[src/rtl/i2c_slv_pkg.sv]
package i2c_slv_pkg;
  localparam int unsigned BYTE_W = 8;
  localparam int unsigned ADDR_W = BYTE_W - 1;

  typedef enum logic [2:0] {
    ST_IDLE,
    ST_ADDR,
    ST_AACK,
    ST_TX,
    ST_TACK,
    ST_HOLD
  } slv_st_e;
endpackage

[src/rtl/i2c_rst_sync.sv]
module i2c_rst_sync #(
  parameter int unsigned STAGES = 2
) (
  input  logic clk,
  input  logic rst_n,
  output logic rst_n_o
);
  logic [STAGES-1:0] pipe_q;

  always_ff @(posedge clk or negedge rst_n) begin
    if (!rst_n) pipe_q <= '0;
    else        pipe_q <= {pipe_q[STAGES-2:0], 1'b1};
  end

  assign rst_n_o = pipe_q[STAGES-1];
endmodule

[src/rtl/i2c_line_filt.sv]
module i2c_line_filt #(
  parameter int unsigned SYNC_N = 2,
  parameter int unsigned FILT_N = 3
) (
  input  logic clk,
  input  logic rst_n,
  input  logic line_i,
  output logic lvl_o,
  output logic rise_o,
  output logic fall_o
);
  logic [SYNC_N-1:0] sync_q, sync_d;
  logic [FILT_N-1:0] win_q, win_d;
  logic              lvl_q, lvl_d;
  logic              rise_q, fall_q;

  always_comb begin
    sync_d = {sync_q[SYNC_N-2:0], line_i};
    win_d  = {win_q[FILT_N-2:0], sync_q[SYNC_N-1]};
    if (&win_q)       lvl_d = 1'b1;
    else if (~|win_q) lvl_d = 1'b0;
    else              lvl_d = lvl_q;
  end

  always_ff @(posedge clk or negedge rst_n) begin
    if (!rst_n) begin
      sync_q <= '1;
      win_q  <= '1;
      lvl_q  <= 1'b1;
      rise_q <= 1'b0;
      fall_q <= 1'b0;
    end else begin
      sync_q <= sync_d;
      win_q  <= win_d;
      lvl_q  <= lvl_d;
      rise_q <= lvl_d & ~lvl_q;
      fall_q <= ~lvl_d & lvl_q;
    end
  end

  assign lvl_o  = lvl_q;
  assign rise_o = rise_q;
  assign fall_o = fall_q;
endmodule

[src/rtl/i2c_slv_fsm.sv]
module i2c_slv_fsm
  import i2c_slv_pkg::*;
(
  input  logic              clk,
  input  logic              rst_n,
  input  logic              en,
  input  logic [ADDR_W-1:0] own_addr,
  input  logic              ack_level,
  input  logic              scl_f,
  input  logic              scl_rise,
  input  logic              scl_fall,
  input  logic              sda_f,
  input  logic              sda_rise,
  input  logic              sda_fall,
  input  logic              tx_wr,
  input  logic [BYTE_W-1:0] tx_data,
  input  logic              rx_rd,
  input  logic              mode_clr,
  input  logic              empty_clr,
  input  logic              done_clr,
  output logic              sda_oe,
  output logic              scl_hold,
  output logic              tx_mode,
  output logic              tx_empty,
  output logic              tx_done,
  output logic              peer_nack,
  output logic [BYTE_W-1:0] rx_data
);
  localparam int unsigned CNT_W = $clog2(BYTE_W + 1);
  localparam logic [CNT_W-1:0] CNT_FULL   = CNT_W'(BYTE_W);
  localparam logic [CNT_W-1:0] CNT_TXLAST = CNT_W'(BYTE_W - 1);

  slv_st_e           st_q, st_d;
  logic [CNT_W-1:0]  cnt_q, cnt_d;
  logic [BYTE_W-1:0] sh_q, sh_d;
  logic [BYTE_W-1:0] buf_q, buf_d;
  logic [BYTE_W-1:0] rx_q, rx_d;
  logic              sda_oe_q, sda_oe_d;
  logic              rw_q, rw_d;
  logic              mode_q, mode_d;
  logic              empty_q, empty_d;
  logic              done_q, done_d;
  logic              nack_q, nack_d;
  logic              load;
  logic              start_ev, stop_ev;

  assign start_ev = sda_fall & scl_f;
  assign stop_ev  = sda_rise & scl_f;

  always_comb begin
    st_d     = st_q;
    cnt_d    = cnt_q;
    sh_d     = sh_q;
    buf_d    = buf_q;
    rx_d     = rx_q;
    sda_oe_d = sda_oe_q;
    rw_d     = rw_q;
    mode_d   = mode_q;
    empty_d  = empty_q;
    done_d   = done_q;
    nack_d   = nack_q;
    load     = 1'b0;

    if (tx_wr) begin
      buf_d   = tx_data;
      empty_d = 1'b0;
    end
    if (empty_clr) empty_d = 1'b0;
    if (done_clr)  done_d  = 1'b0;
    if (mode_clr)  mode_d  = 1'b0;

    unique case (st_q)
      ST_IDLE: begin
      end
      ST_ADDR: begin
        if (scl_rise) begin
          sh_d  = {sh_q[BYTE_W-2:0], sda_f};
          cnt_d = cnt_q + 1'b1;
        end else if (scl_fall && cnt_q == CNT_FULL) begin
          rx_d  = sh_q;
          cnt_d = '0;
          if (sh_q[BYTE_W-1:1] == own_addr) begin
            st_d     = ST_AACK;
            sda_oe_d = ~ack_level;
            rw_d     = sh_q[0];
            if (sh_q[0]) begin
              mode_d  = 1'b1;
              empty_d = 1'b1;
              done_d  = 1'b0;
            end
          end else begin
            st_d = ST_IDLE;
          end
        end
      end
      ST_AACK: begin
        if (scl_fall) begin
          sda_oe_d = 1'b0;
          if (!rw_q)                   st_d = ST_IDLE;
          else if (mode_q && !empty_q) load = 1'b1;
          else                         st_d = ST_HOLD;
        end
      end
      ST_TX: begin
        if (scl_fall) begin
          if (cnt_q == CNT_TXLAST) begin
            st_d     = ST_TACK;
            sda_oe_d = 1'b0;
            cnt_d    = '0;
          end else begin
            cnt_d    = cnt_q + 1'b1;
            sh_d     = {sh_q[BYTE_W-2:0], 1'b0};
            sda_oe_d = ~sh_q[BYTE_W-2];
          end
        end
      end
      ST_TACK: begin
        if (scl_rise) nack_d = sda_f;
        if (scl_fall) begin
          if (empty_q) done_d = 1'b1;
          if (nack_q) begin
            mode_d = 1'b0;
            st_d   = ST_IDLE;
          end else if (mode_q && !empty_q) begin
            load = 1'b1;
          end else begin
            st_d = ST_HOLD;
          end
        end
      end
      ST_HOLD: begin
        if (mode_q && !empty_q)    load = 1'b1;
        else if (!mode_q && rx_rd) st_d = ST_IDLE;
      end
      default: st_d = ST_IDLE;
    endcase

    if (load) begin
      sh_d     = buf_q;
      empty_d  = 1'b1;
      sda_oe_d = ~buf_q[BYTE_W-1];
      cnt_d    = '0;
      st_d     = ST_TX;
    end

    if (start_ev) begin
      st_d     = ST_ADDR;
      cnt_d    = '0;
      sda_oe_d = 1'b0;
      mode_d   = 1'b0;
    end else if (stop_ev) begin
      st_d     = ST_IDLE;
      sda_oe_d = 1'b0;
      mode_d   = 1'b0;
    end

    if (!en) begin
      st_d     = ST_IDLE;
      sda_oe_d = 1'b0;
      mode_d   = 1'b0;
    end
  end

  always_ff @(posedge clk or negedge rst_n) begin
    if (!rst_n) begin
      st_q     <= ST_IDLE;
      cnt_q    <= '0;
      sh_q     <= '0;
      buf_q    <= '0;
      rx_q     <= '0;
      sda_oe_q <= 1'b0;
      rw_q     <= 1'b0;
      mode_q   <= 1'b0;
      empty_q  <= 1'b0;
      done_q   <= 1'b0;
      nack_q   <= 1'b0;
    end else begin
      st_q     <= st_d;
      cnt_q    <= cnt_d;
      sh_q     <= sh_d;
      buf_q    <= buf_d;
      rx_q     <= rx_d;
      sda_oe_q <= sda_oe_d;
      rw_q     <= rw_d;
      mode_q   <= mode_d;
      empty_q  <= empty_d;
      done_q   <= done_d;
      nack_q   <= nack_d;
    end
  end

  assign sda_oe    = sda_oe_q;
  assign scl_hold  = (st_q == ST_HOLD);
  assign tx_mode   = mode_q;
  assign tx_empty  = empty_q;
  assign tx_done   = done_q;
  assign peer_nack = nack_q;
  assign rx_data   = rx_q;

  // entering transmit mode always comes with a free buffer
  p_mode_empty_r4: assert property (@(posedge clk) disable iff (!rst_n)
    $rose(mode_q) |-> empty_q);

  // own SDA drive moves only while the filtered SCL is low
  p_sda_scl_low_r5: assert property (@(posedge clk) disable iff (!rst_n)
    ((sda_oe_q != $past(sda_oe_q)) && $past(en) && !$past(start_ev) && !$past(stop_ev))
      |-> !$past(scl_f));

  // master acknowledge captured only at an acknowledge-clock rising edge
  p_nack_sample_r6: assert property (@(posedge clk) disable iff (!rst_n)
    (nack_q != $past(nack_q)) |-> ($past(scl_rise) && ($past(st_q) == ST_TACK)));

  // done rises only at a falling SCL edge with the buffer empty
  p_done_rise_r7: assert property (@(posedge clk) disable iff (!rst_n)
    $rose(done_q) |-> ($past(empty_q) && $past(scl_fall)));

  // disabling stops all driving
  p_quiet_off_r11: assert property (@(posedge clk) disable iff (!rst_n)
    !en |=> (!sda_oe_q && (st_q == ST_IDLE)));
endmodule

[src/rtl/i2c_slv_tx.sv]
module i2c_slv_tx
  import i2c_slv_pkg::*;
#(
  parameter int unsigned SYNC_N = 2,
  parameter int unsigned FILT_N = 3
) (
  input  logic              clk,
  input  logic              rst_n,
  input  logic              scl_i,
  input  logic              sda_i,
  output logic              scl_oe,
  output logic              sda_oe,
  input  logic              en,
  input  logic [ADDR_W-1:0] own_addr,
  input  logic              ack_level,
  input  logic              tx_wr,
  input  logic [BYTE_W-1:0] tx_data,
  input  logic              rx_rd,
  output logic [BYTE_W-1:0] rx_data,
  input  logic              mode_clr,
  input  logic              empty_clr,
  input  logic              done_clr,
  output logic              tx_mode,
  output logic              tx_empty,
  output logic              tx_done,
  output logic              peer_nack
);
  localparam int unsigned N_LINES = 2;

  logic               rst_s;
  logic [N_LINES-1:0] line_in, line_lvl, line_rise, line_fall;

  assign line_in = {sda_i, scl_i};

  i2c_rst_sync #(.STAGES(2)) u_rst (
    .clk     (clk),
    .rst_n   (rst_n),
    .rst_n_o (rst_s)
  );

  for (genvar g = 0; g < N_LINES; g++) begin : g_line
    i2c_line_filt #(.SYNC_N(SYNC_N), .FILT_N(FILT_N)) u_filt (
      .clk    (clk),
      .rst_n  (rst_s),
      .line_i (line_in[g]),
      .lvl_o  (line_lvl[g]),
      .rise_o (line_rise[g]),
      .fall_o (line_fall[g])
    );
  end

  i2c_slv_fsm u_fsm (
    .clk       (clk),
    .rst_n     (rst_s),
    .en        (en),
    .own_addr  (own_addr),
    .ack_level (ack_level),
    .scl_f     (line_lvl[0]),
    .scl_rise  (line_rise[0]),
    .scl_fall  (line_fall[0]),
    .sda_f     (line_lvl[1]),
    .sda_rise  (line_rise[1]),
    .sda_fall  (line_fall[1]),
    .tx_wr     (tx_wr),
    .tx_data   (tx_data),
    .rx_rd     (rx_rd),
    .mode_clr  (mode_clr),
    .empty_clr (empty_clr),
    .done_clr  (done_clr),
    .sda_oe    (sda_oe),
    .scl_hold  (scl_oe),
    .tx_mode   (tx_mode),
    .tx_empty  (tx_empty),
    .tx_done   (tx_done),
    .peer_nack (peer_nack),
    .rx_data   (rx_data)
  );

  // a stretch with a byte waiting in transmit mode ends on the next cycle
  p_stretch_end_r8: assert property (@(posedge clk) disable iff (!rst_s)
    (scl_oe && tx_mode && !tx_empty && en) |=> !scl_oe);
endmodule

[config.mk]
export PLATFORM = sky130hd
export DESIGN_NAME = i2c_slv_tx
export DESIGN_NICKNAME = d
export VERILOG_FILES = /design/src/rtl/i2c_slv_pkg.sv /design/src/rtl/i2c_rst_sync.sv /design/src/rtl/i2c_line_filt.sv /design/src/rtl/i2c_slv_fsm.sv /design/src/rtl/i2c_slv_tx.sv
export SDC_FILE = /design/constraint.sdc
export NUM_CORES = 1
export LEC_CHECK = 0
export BUFFER_PORTS_ARGS = -buffer_cell sky130_fd_sc_hd__buf_2
export CORE_MARGIN = 1.5
export CORE_UTILIZATION = 55
export DETAILED_ROUTE_END_ITERATION = 16
export PLACE_DENSITY = 0.85
export SYNTH_ARGS = -nofsm -noshare
export SYNTH_HDL_FRONTEND = slang
export SYNTH_HIERARCHICAL = 1
export SYNTH_SLANG_ARGS = --single-unit
[constraint.sdc]
create_clock -name clk -period 3.4 [get_ports clk]
set_input_delay 0.17 -clock clk [delete_from_list [all_inputs] [get_ports clk]]
set_output_delay 0.17 -clock clk [all_outputs]
set_load 0.1 [all_outputs]
==> metrics.cfg <==
[detailed_routing]
ant_nets = 0
vias_per_cell = 5.95
drt_first_iter_violations = 198
vias = 1946
dr.pass1.iters = 10
wl_per_cell_microns = 16.2
drc = 3
drt-total-wl_mm = 5.30

[logic_synthesis]
synth.area.mux_share_pct = 9.42
async_reset_ff_share_pct = 100
syn_area_sq_mm = 0.00259
synth_compound_area_share_pct = 14.2
synth.top_cell.area_share_pct = 41.5
synthXorXnorAreaFrac_pct = 2.37
synthTopCellsByArea = dfrtp_1 42%, dfstp_2 12%, mux2_2 7.8%, a21oi_1 3.5%, nand2_1 2.6%
yosys.area_share.simple_pct = 15.1
synth.distinct_cells = 55
synth.ff_latch_count = 55
synth_fa_ha_area_share_pct = 0.966
ys_seq_area_share_pct = 53.7
yosys_warnings = 6
synthFlopType = dfrtp_1
synth_edf_count = 0
synthCells = 233
syn_nets = 261
synth_top_family_by_area = simple AND/OR/NAND/NOR gates
yosysTopAreaCell = dfrtp_1
syn_avg_cell_area_sq_um = 11.1

[pwr]
netSwitchingFraction_pct = 25.4
switchingPower_uw = 318
combPwrFrac_pct = 9.0
clock_power_share_pct = 29.8
vdd_drop_max_mv = 0.347
p_int_uw = 935
p_seq_share_pct = 61.1
p_per_area_mw_per_mm2 = 428
p_total_uw = 1250
cellLeakagePower_uw = 0.00137

[placement]
port_buffers = 39
gp_congestion = 0.941
placed_area_sq_mm = 0.00280
hpwl_mm = 3.76

[die]
die_w_microns = 71.6
rows = 24
core-area_sq_mm = 0.00444
fp.dieH_microns = 71.6
pin_count = 40
initial_core_util_pct = 58.3
die_area_sq_mm = 0.00513

[clock_network]
cts.hold.buffers_added = 3
path_clk_slew_ns = 0.09
root_buffer = clkbuf_8
clock_path_buffers = 2
htreeDepth = 2
clock-sinks = 55
clock_latency_ns = 0.31
post_cts_buffers = 0
cts_tree = built
cts_resized = 0
cts_buffers = 5

[timing]
hold_viol = 0
tns_ns = 0
slew-limit-headroom_pct = 25.8
drv_slew = 0
setup_violations = 0
rsz0062_at_grt = no
fmax_ghz = 0.485
period_minus_slack_ns = 2.06
worst_pin_slew_ns = 1.11
post-route-period-util_pct = 60.6
finClkSkew_ns = 0.00704

[job]
maxCapViolCount = 0

[worst_setup_path]
critPathMaxFanout = 10
cp_slowest_cell = nor2b_1
crit_arrival_ns = 2.29
crit_path_end_kind = flop
worstPathRequired_ns = 3.63
crit_type = reg -> reg
critPathMaxStageDelay_ns = 0.58
crit_buf_inv = 0
worstPathCellList = nor2b_1 > nand2_1 > o211ai_1 > o2bb2ai_1 > mux2i_1
crit_family = simple AND/OR/NAND/NOR gates
start_kind = flop

[run_status]
outcome = finished with violations
violations = DRC

[finish]
fin_nets = 302
area_delta_synth_final_pct = 13.0
antennaDiodeCount = 0
stdcell_area_sq_mm = 0.00293
mostFrequentLayoutCells = 42 x dfrtp_1, 39 x buf_2, 18 x a21oi_1, 18 x nand2_1, 18 x mux2_2
drive_above_1_share_pct = 31.3
mostFrequentLayoutCell = dfrtp_1

[grt]
grt_use_met3_pct = 4.92
gr-usage-met2_pct = 35.5
antenna_found_initial = 0
grt_pass1_wl_mm = 9.25
grt_busiest_layer = met2
met1_usage_pct = 32.8
grt_use_total_pct = 23.3
grt_max_degree = 54
grt_pass1_vias = 2004
grt_overflow = 0

[worst_hold_path]
min_path_type = in -> reg

cell type report:
class	instances	area, sq um
well taps	52	65.1
repair buffers	42	225
fillers	347	1520
clock buffers	7	86.3
clock inverters	1	8.76
inverters	15	56.3
multi-input cells	155	1090
flip-flops and latches	55	1390
cell families (layout without fill, tap and decap cells):
kind of cell / Yosys count / count (layout)
simple gates: 67 / 67
fa+ha+maj: 2 / 2
flops: 55 / 55
buf+inv: 23 / 65
compound gates: 56 / 56
other cells: 1 / 1
mux: 22 / 22
xor+xnor: 7 / 7
power groups by stage:
| stage | combinational (uW) | sequential, uW | clock, uW |
|---|---|---|---|
| floorplan | 86.2 | 755 | 0 |
| global placement | 106 | 777 | 0 |
| detailed placement | 110 | 779 | 0 |
| CTS | 113 | 767 | 382 |
| global route | 128 | 779 | 410 |
| finish | 113 | 767 | 374 |
Yosys cell counts, types with 3 or more instances:
library cell / instances
o22ai_1: 6
nor2_1: 10
buf_2: 3
xnor2_1: 6
o32ai_1: 3
dfstp_2: 12
nor3_1: 3
and3b_1: 3
inv_1: 15
dfrtp_1: 43
nand2b_1: 6
nand3_1: 6
a211oi_1: 4
mux2_2: 18
o21ai_0: 7
mux2i_1: 3
a21oi_1: 18
nand2_1: 18
o21ai_1: 3
registers in the layout, summed over array words and instances (netlist names):
name,cells
g_line.u_filt/fall_o,2
g_line.u_filt/lvl_o,2
g_line.u_filt/rise_o,2
g_line.u_filt/sync_q,4
g_line.u_filt/win_q,6
u_fsm/buf_q,8
u_fsm/cnt_q,4
u_fsm/peer_nack,1
u_fsm/rw_q,1
u_fsm/rx_data,8
u_fsm/sda_oe,1
u_fsm/sh_q,8
u_fsm/st_q,3
u_fsm/tx_done,1
u_fsm/tx_empty,1
u_fsm/tx_mode,1
u_rst/pipe_q,2
metrics by stage:
stage | cells | hold slack (ns) | util, % | worst slack, ns
floorplan | 233 | -0.126 | - | 1.14
global placement | 316 | -0.0441 | 63.0 | 1.45
detailed placement | 316 | -0.0392 | 63.0 | 1.41
CTS | 327 | 0.0814 | 65.9 | 1.39
global route | 327 | 0.0793 | 65.9 | 1.13
finish | 327 | 0.0893 | 65.9 | 1.34
layer usage:
layer	vias to the layer above	part of all wire [%]
met3	16	7.6
met2	86	46
met1	923	44
met5	-	0
li1	921	-
met4	0	2.6
final timing paths:
kind	startpoint	to	slack [ns]	depth (start not counted)
worst min-delay path	tx_data[4]	u_fsm/buf_q[4]	0.09	2
max in group asynchronous	u_rst/pipe_q[1]	u_fsm/tx_mode	2.23	0
worst min register to register	g_line[0].u_filt/sync_q[1]	g_line[0].u_filt/win_q[0]	0.36	0
min in group asynchronous	rst_n	u_rst/pipe_q[1]	0.17	2
worst max-delay path	u_fsm/st_q[1]	u_fsm/st_q[2]	1.34	5
worst max register to register	u_fsm/st_q[1]	u_fsm/st_q[2]	1.34	5
worst reg2reg max path, stage by stage (launching register included):
cell and delay, ns:
dfrtp_1 0.52, nor2b_1 0.58, nand2_1 0.15, o211ai_1 0.34, o2bb2ai_1 0.20, mux2i_1 0.20
No activity file was read; power rests on OpenSTA's default activity.
